==> config.mk <==
export PLATFORM = sky130hd
export DESIGN_NAME = ft_fifo
export DESIGN_NICKNAME = d
export VERILOG_FILES = /design/src/rtl/ft_fifo_pkg.sv /design/src/rtl/ft_slot.sv /design/src/rtl/ft_ctrl.sv /design/src/rtl/ft_fifo.sv
export SDC_FILE = /design/constraint.sdc
export NUM_CORES = 1
export LEC_CHECK = 0
export ABC_AREA = 1
export BUFFER_PORTS_ARGS = -buffer_cell sky130_fd_sc_hd__buf_2
export CELL_PAD_IN_SITES_DETAIL_PLACEMENT = 1
export CELL_PAD_IN_SITES_GLOBAL_PLACEMENT = 2
export CORE_ASPECT_RATIO = 0.5
export CORE_MARGIN = 10
export CORE_UTILIZATION = 35
export CTS_BUF_LIST = sky130_fd_sc_hd__clkbuf_4
export CTS_CLUSTER_DIAMETER = 80
export DETAILED_ROUTE_END_ITERATION = 10
export PLACE_DENSITY_LB_ADDON = 0.1
export SYNTH_ARGS = -nofsm -noshare
export SYNTH_HDL_FRONTEND = slang
export SYNTH_HIERARCHICAL = 1
export SYNTH_SLANG_ARGS = --single-unit
export TNS_END_PERCENT = 30
==> constraint.sdc <==
create_clock -name clk -period 0.9 [get_ports clk]
set_input_delay 0.18 -clock clk [delete_from_list [all_inputs] [get_ports clk]]
set_output_delay 0.18 -clock clk [all_outputs]
set_load 0.03 [all_outputs]
==> src/rtl/ft_fifo_pkg.sv <==
package ft_fifo_pkg;
  localparam int unsigned DEF_DEPTH = 64;
  localparam int unsigned DEF_WIDTH = 4;

  // Occupancy of one slot after an edge.
  function automatic logic next_mark(input logic take, input logic held, input logic give);
    return take | (held & ~give);
  endfunction

  // Edges a lone word needs to go from the entry slot to the output slot.
  function automatic int unsigned settle_cycles(input int unsigned depth);
    return depth - 1;
  endfunction
endpackage

==> src/rtl/ft_slot.sv <==
module ft_slot #(
  parameter int unsigned WIDTH = ft_fifo_pkg::DEF_WIDTH
) (
  input  logic             clk,
  input  logic             rst_n,
  input  logic             take,
  input  logic             give,
  input  logic [WIDTH-1:0] din,
  output logic             mark,
  output logic [WIDTH-1:0] word
);
  always_ff @(posedge clk or negedge rst_n) begin
    if (!rst_n) begin
      mark <= 1'b0;
      word <= '0;
    end else begin
      mark <= ft_fifo_pkg::next_mark(take, mark, give);
      if (take) word <= din;
    end
  end

  // the controller never loads an occupied slot
  a_r4_no_clobber: assert property (@(posedge clk) disable iff (!rst_n)
    take |-> !mark);

  // a held word stays put until it is given away
  a_r7_hold: assert property (@(posedge clk) disable iff (!rst_n)
    (mark && !give) |=> (mark && $stable(word)));
endmodule

==> src/rtl/ft_ctrl.sv <==
module ft_ctrl #(
  parameter int unsigned DEPTH = ft_fifo_pkg::DEF_DEPTH
) (
  input  logic [DEPTH-1:0] mark,
  input  logic             shift_in,
  input  logic             shift_out,
  output logic [DEPTH-1:0] take,
  output logic [DEPTH-1:0] give,
  output logic             push,
  output logic             pop
);
  localparam int unsigned LAST = DEPTH - 1;

  // A slot advances when it is full and the slot in front of it is empty.
  function automatic logic [DEPTH-2:0] advance_mask(input logic [DEPTH-1:0] m);
    logic [DEPTH-1:0] ahead_free;
    ahead_free = ~(m >> 1);
    return m[DEPTH-2:0] & ahead_free[DEPTH-2:0];
  endfunction

  logic [DEPTH-2:0] adv;

  always_comb begin
    adv  = advance_mask(mark);
    push = shift_in & ~mark[0];
    pop  = shift_out & mark[LAST];
    take = {adv, push};
    give = {pop, adv};
  end
endmodule

==> src/rtl/ft_fifo.sv <==
module ft_fifo #(
  parameter int unsigned DEPTH = ft_fifo_pkg::DEF_DEPTH,
  parameter int unsigned WIDTH = ft_fifo_pkg::DEF_WIDTH
) (
  input  logic             clk,
  input  logic             rst_n,
  input  logic             shift_in,
  input  logic [WIDTH-1:0] data_in,
  output logic             in_ready,
  input  logic             shift_out,
  output logic [WIDTH-1:0] data_out,
  output logic             out_ready
);
  localparam int unsigned LAST = DEPTH - 1;

  logic [DEPTH-1:0] mark;
  logic [DEPTH-1:0] take;
  logic [DEPTH-1:0] give;
  logic [WIDTH-1:0] word [DEPTH];
  logic             push;
  logic             pop;

  ft_ctrl #(.DEPTH(DEPTH)) u_ctrl (
    .mark(mark), .shift_in(shift_in), .shift_out(shift_out),
    .take(take), .give(give), .push(push), .pop(pop)
  );

  for (genvar i = 0; i < DEPTH; i++) begin : g_slot
    logic [WIDTH-1:0] feed;
    if (i == 0) begin : g_head
      assign feed = data_in;
    end else begin : g_body
      assign feed = word[i-1];
    end
    ft_slot #(.WIDTH(WIDTH)) u_slot (
      .clk(clk), .rst_n(rst_n), .take(take[i]), .give(give[i]),
      .din(feed), .mark(mark[i]), .word(word[i])
    );
  end

  assign in_ready  = ~mark[0];
  assign out_ready = mark[LAST];
  assign data_out  = word[LAST];

  // Lets $past-based checks start one edge after reset.
  logic past_ok;
  always_ff @(posedge clk or negedge rst_n) begin
    if (!rst_n) past_ok <= 1'b0;
    else        past_ok <= 1'b1;
  end

  // the number of held words changes only by accepted loads and removals
  a_r2_conserve: assert property (@(posedge clk) disable iff (!rst_n || !past_ok)
    int'($countones(mark)) == int'($past($countones(mark))) + int'($past(push)) - int'($past(pop)));

  // a removal leaves a bubble at the output
  a_r8_bubble: assert property (@(posedge clk) disable iff (!rst_n)
    (out_ready && shift_out) |=> !out_ready);

  // a removal strobe on an empty output slot with nothing behind it changes nothing
  a_r5_idle_pop: assert property (@(posedge clk) disable iff (!rst_n)
    (!out_ready && shift_out && !mark[LAST-1]) |=> !out_ready);
endmodule

==> out/metrics.cfg, run 1 <==
[outcome]
status = finished with violations
violations = setup timing

[worst_setup_path]
worst_path_largest_cell_delay_ns = 0.41
crit_required_ns = 0.72
cp_top_family = flip-flops
reg2reg_slack_ns = -0.13
cp_common_cell = buf_6
startpoint_type = flip-flop
arrival_ns = 1.39
critPathBufInv = 2
crit_type = reg -> out
path_max_fanout = 2
cp-end-kind = output pin
cp_cell_sequence = buf_6 -> buf_6
critPathSlowestCell = dfrtp_2

[pwr]
ir_worst_vdd_v = 0.00131
power.total_mw = 46.8
leakagePower_nw = 8.92
power_density_nw_per_um2 = 2950

[synthesis]
synth.avg_cell_area_sq_um = 8.33
yosysTopAreaCellShare = 0.624
synth_cell_type_count = 6
ys_warn_count = 6
yosys.area.top_type = dfrtp_1
synth_cells = 1540
yosysSeqAreaShare = 0.624
synth_area_sq_um = 12800
synth.top_cells.by_area = dfrtp_1 62%, nand2_1 26%, buf_4 3.8%, inv_1 3.8%, inv_2 1.9%
syn_nets = 1548
ys_ff_latch = 320

[floorplanning]
io_pins = 14
initial_utilization = 0.356
die_area_sq_um = 45200
core_sq_um = 36000
die_height_um = 155
num_rows = 49
die_x_um = 291

[timing]
slew_violations = 0
fin_crit_sh = 1.74
setup_ws_ns = -0.669
hold_viol_final = 0
slew_headroom = 0.551
worst_pin_slew_ns = 0.672
fmaxAchievable_mhz = 638
fin_skew_ns = 0.0449
fin_crit_ns = 1.57
rsz0062_at_grt = yes
whs_ns = 0.114
fin_setup_tns_ns = -13.61
setup_viol = 259

[drt]
routed_via_density = 4.25
wl_um = 26700
wire_per_inst_um = 12.1
drtPass1Iterations = 4
routed-via-count = 9369
drt_iter0_drc = 263
route.detailed.drc = 0
antenna_left = 0

[placement]
placed_cell_area_sq_um = 13800
globalplace.congestion = 0.674
post-place-ws_ns = -0.110
port_buffers = 13
place_inst = 2061
dpl.hpwl_um = 17800

[final_layout]
fin_cells = 2203
design_area_sq_um = 15900
final_util = 0.440
nets = 1697
area.growth.synth_to_final_pct = 23.6
fill_cells = 4262
drive_gt1_frac = 0.290
layout_common_cells = 774 x nand2_1, 314 x dfrtp_1, 118 x nand2_2
layout_commonest_cell = nand2_1

[grt]
antenna_found_initial = 2
grt_pass1_wl_um = 48000
grt_pass1_vias = 10500
grtUsageMet3 = 0.0385
use_met2 = 0.208
use_met1 = 0.151
top_usage_layer = met2
grt_max_degree = 44
grtUsageTotal = 0.125
overflow = 0

[clock_tree]
cts_buffer_depth = 3
cts_sinks = 320
cts_tree = done
clkSlewWorstSetupHoldPaths_ns = 0.08
clkLatencyLatePin_ns = 0.74
cts_buffers = 78
cts_root_buf = clkbuf_4
cts_htree_levels = 3

[flow_run]
max_cap_viol_count = 0

[min_path]
holdCritPathClass = in -> async

-- flip-flops by register name (all words and copies together) (netlist names) --
name and count:
g_slot.u_slot/mark 64, g_slot.u_slot/word 256
-- Yosys cell counts (all sizes together) --
cell type	count
buf	65
dfrtp	320
inv	194
nand2	897
nor2	64
-- per-layer routing --
metal,vias up,share of wire
met5,-,0
met4,0,0.022
met3,58,0.040
met2,94,0.48
met1,4445,0.46
li1,4772,-
-- final cells by class --
type / count / area, sq um / area share
clock buffer: 105 / 788 / 0.0497
timing repair buffer: 134 / 1360 / 0.0857
clock inverter: 4 / 67.6 / 0.00426
tap: 484 / 606 / 0.0382
inverter: 194 / 863 / 0.0545
antenna: 1 / 2.50 / 0.000158
sequential: 320 / 8020 / 0.506
multi-input combinational: 961 / 4150 / 0.262
-- final timing paths --
check                                                           start                                    end  cells past startpoint
worst max register to register        g_slot[0].u_slot/mark$_DFF_PN0_   g_slot[1].u_slot/word[2]$_DFFE_PN0P_                      7
worst min-delay path                                            rst_n  g_slot[36].u_slot/word[3]$_DFFE_PN0P_                      4
worst min register to register  g_slot[59].u_slot/word[0]$_DFFE_PN0P_  g_slot[60].u_slot/word[0]$_DFFE_PN0P_                      2
worst max-delay path                 g_slot[63].u_slot/mark$_DFF_PN0_                              out_ready                      2
min in group clk                                           data_in[0]   g_slot[0].u_slot/word[0]$_DFFE_PN0P_                      4
max in group asynchronous                                       rst_n       g_slot[53].u_slot/mark$_DFF_PN0_                      5
-- worst reg2reg max path: cells and delay by family (launching register included) --
| family | cells | cell delay [ns] |
|---|---|---|
| buf+inv | 4 | 0.41 |
| flops | 1 | 0.39 |
| simple gates | 3 | 0.14 |
-- report_power, final --
group,internal [mW],switching [mW]
logic,5.93,8.11
clock network,5.83,5.63
registers,18.4,2.90
total,30.2,16.6
-- cell families after synthesis --
family	after synthesis	share of synthesized area
buf+inv	259	0.0948
flops	320	0.624
simple gates	961	0.281
-- repair_timing --
| item | in CTS | in global routing |
|---|---|---|
| hold buffers | 11 | 0 |
| endpoints found under the setup margin | 316 | 509 |
| setup buffers | 13 | 8 |
| pin swaps | 50 | 35 |
| resized for setup | 186 | 153 |
| gates cloned | 0 | 1 |
| hold endpoints to repair | 326 | 0 |
Power figures use the tool's default switching activity.
==> run 2, diff against run 1 <==
--- a/config.mk
+++ b/config.mk
@@ -18,6 +18,5 @@
 export PLACE_DENSITY_LB_ADDON = 0.1
 export SYNTH_ARGS = -nofsm -noshare
 export SYNTH_HDL_FRONTEND = slang
-export SYNTH_HIERARCHICAL = 1
 export SYNTH_SLANG_ARGS = --single-unit
 export TNS_END_PERCENT = 30
==> out/metrics.cfg, run 2 <==
[outcome]
status = finished with violations
violations = setup timing

[synthesis]
synth.avg_cell_area_sq_um = 9.38
synth_edf_count = 0
yosysSeqAreaShare = 0.667
synth_cells = 1280
synth_compound_area_frac = 0.0267
ys_ff_latch = 320
synth_cell_type_count = 6
synthSimpleGateAreaFrac = 0.287
synth.top_cells.by_area = dfrtp_1 67%, nand2_1 18%, nand3_1 11%, o21ai_0 2.7%, inv_1 2.0%
synth_top_cells_by_count = 576 x nand2_1, 320 x dfrtp_1, 256 x nand3_1, 64 x o21ai_0, 63 x inv_1
yosysTopAreaCellShare = 0.667
synth_xor_area_frac = 0
synth_mux_area_frac = 0
ys_warn_count = 0
async_flop_share = 1.00
synth_area_sq_um = 12000
synth_most_common_cell = nand2_1
yosys.area.top_type = dfrtp_1
synthAdderAreaFrac = 0
syn_nets = 1288
synth_ff_type = dfrtp_1
synth_top_family_by_area = simple AND/OR/NAND/NOR gates

[placement]
port_buffers = 13
place_inst = 1885
globalplace.congestion = 0.742
dpl.hpwl_um = 18300

[clock_tree]
cts_buffers = 76
clkLatencyLatePin_ns = 0.73
clkSlewWorstSetupHoldPaths_ns = 0.07
cts_root_buf = clkbuf_4
cts_sinks = 320
cts_htree_levels = 3
cts_tree = done
cts_buffer_depth = 3

[drt]
wl_um = 27100
drtPass1Iterations = 4
drt_iter0_drc = 322
routed-via-count = 9482
route.detailed.drc = 0
wire_per_inst_um = 13.3
routed_via_density = 4.66
antenna_left = 0

[worst_setup_path]
crit_type = reg -> out
crit_required_ns = 0.72
worst_path_largest_cell_delay_ns = 0.41
startpoint_type = flip-flop
arrival_ns = 1.33
cp-end-kind = output pin
critPathSlowestCell = dfrtp_1
path_max_fanout = 2
cp_cell_sequence = inv_2 -> buf_6

[floorplanning]
die_x_um = 282
die_area_sq_um = 42600
core_sq_um = 33500
initial_utilization = 0.359
num_rows = 47
io_pins = 14
die_height_um = 151

[timing]
fin_crit_ns = 1.51
rsz0062_at_grt = yes
hold_viol_final = 0
fin_setup_tns_ns = -3.99
whs_ns = 0.0647
setup_viol = 16
slew_headroom = 0.729
setup_ws_ns = -0.608
worst_pin_slew_ns = 0.405
fin_crit_sh = 1.68
fmaxAchievable_mhz = 663
fin_skew_ns = 0.0504
slew_violations = 0

[grt]
overflow = 0
antenna_found_initial = 1
grtUsageTotal = 0.133
grt_pass1_wl_um = 48100
grt_max_degree = 55
grt_pass1_vias = 10600

[flow_run]
max_cap_viol_count = 0

[final_layout]
top_register = g_slot.u_slot.word
drive_gt1_frac = 0.294
layout_commonest_cell = nand2_1
largest_reg_flops = 256
regArea_sq_um = 8030
layout_common_cells = 515 x nand2_1, 304 x dfrtp_1, 218 x nand3_1
nets = 1557
fin_cells = 2033
top_regs = g_slot.u_slot.word: 256 flops, g_slot.u_slot.mark: 64 flops
multi_input_area_sq_um = 4120
fill_cells = 3890
area.growth.synth_to_final_pct = 30.0

[pwr]
power.total_mw = 38.1
leakagePower_nw = 8.37
ir_worst_vdd_v = 0.00115
power_density_nw_per_um2 = 2440

[min_path]
holdCritPathClass = in -> async

-- run 2: changes by cell type after synthesis, sizes merged --
cell,previous run,this run
nor2,64,0
o21ai,0,64
buf,65,0
nand2,897,576
inv,194,64
nand3,0,256
-- run 2: routing by layer --
| layer | up-vias | share of wire | global-route usage |
|---|---|---|---|
| met5 | - | 0 | 0 |
| met3 | 52 | 0.034 | 0.0384 |
| met2 | 88 | 0.46 | 0.220 |
| li1 | 4737 | - | - |
| met1 | 4605 | 0.48 | 0.167 |
| met4 | 0 | 0.019 | 0.0463 |
-- run 2: cell type report --
| cell class | instances | area share |
|---|---|---|
| Multi-Input combinational cell | 896 | 0.264 |
| Clock inverter | 15 | 0.00705 |
| Sequential cell | 320 | 0.514 |
| Antenna cell | 1 | 0.000160 |
| Inverter | 64 | 0.0155 |
| Tap cell | 441 | 0.0353 |
| Clock buffer | 105 | 0.0505 |
| Timing Repair Buffer | 191 | 0.114 |
-- run 2: path summary, 6_finish.rpt --
check,from,end,slack (ns),cells past startpoint
worst max-delay path,g_slot[0].u_slot.mark$_DFF_PN0_,in_ready,-0.61,2
worst min-delay path,rst_n,g_slot[27].u_slot.word[2]$_DFFE_PN0P_,0.06,3
worst max register to register,g_slot[0].u_slot.mark$_DFF_PN0_,g_slot[0].u_slot.word[1]$_DFFE_PN0P_,-0.14,6
worst min register to register,g_slot[22].u_slot.word[1]$_DFFE_PN0P_,g_slot[22].u_slot.word[1]$_DFFE_PN0P_,0.47,2
max in group asynchronous,rst_n,g_slot[34].u_slot.mark$_DFF_PN0_,-0.02,4
min in group clk,shift_out,g_slot[63].u_slot.mark$_DFF_PN0_,0.20,3
-- run 2: critical path, delay by kind of cell (launching register included) --
family,cells,cell delay (ns)
buffers and inverters,2,0.22
flip-flops,1,0.41
-- run 2: cells by family after synthesis --
| family | Yosys count |
|---|---|
| simple gates | 832 |
| buf+inv | 64 |
| flops | 320 |
| compound gates | 64 |
-- run 2: power breakdown --
part           internal, mW  switching, mW  total [mW]
Combinational          3.81           4.69        8.50
Clock                  5.90           5.74        11.6
Sequential             16.3           1.67        18.0
Total                  26.0           12.1        38.1
-- run 2: what timing repair did --
item | 4_1_cts | 5_1_grt
hold endpoints to repair | 326 | 8
pin swaps | 0 | 10
endpoints found under the setup margin | 94 | 423
buffers inserted | 14 | 3
hold buffers | 8 | 3
resized for setup | 63 | 194
-- run 2: stage by stage --
| step | area [sq um] | util | setup WS, ns |
|---|---|---|---|
| 2_1_floorplan | 12000 | - | -0.0555 |
| 3_3_place_gp | 13900 | 0.416 | 0.0101 |
| 3_5_place_dp | 13900 | 0.416 | -0.0524 |
| 4_1_cts | 15100 | 0.452 | -0.696 |
| 5_1_grt | 15600 | 0.467 | -0.740 |
| 6_report | 15600 | 0.467 | -0.608 |
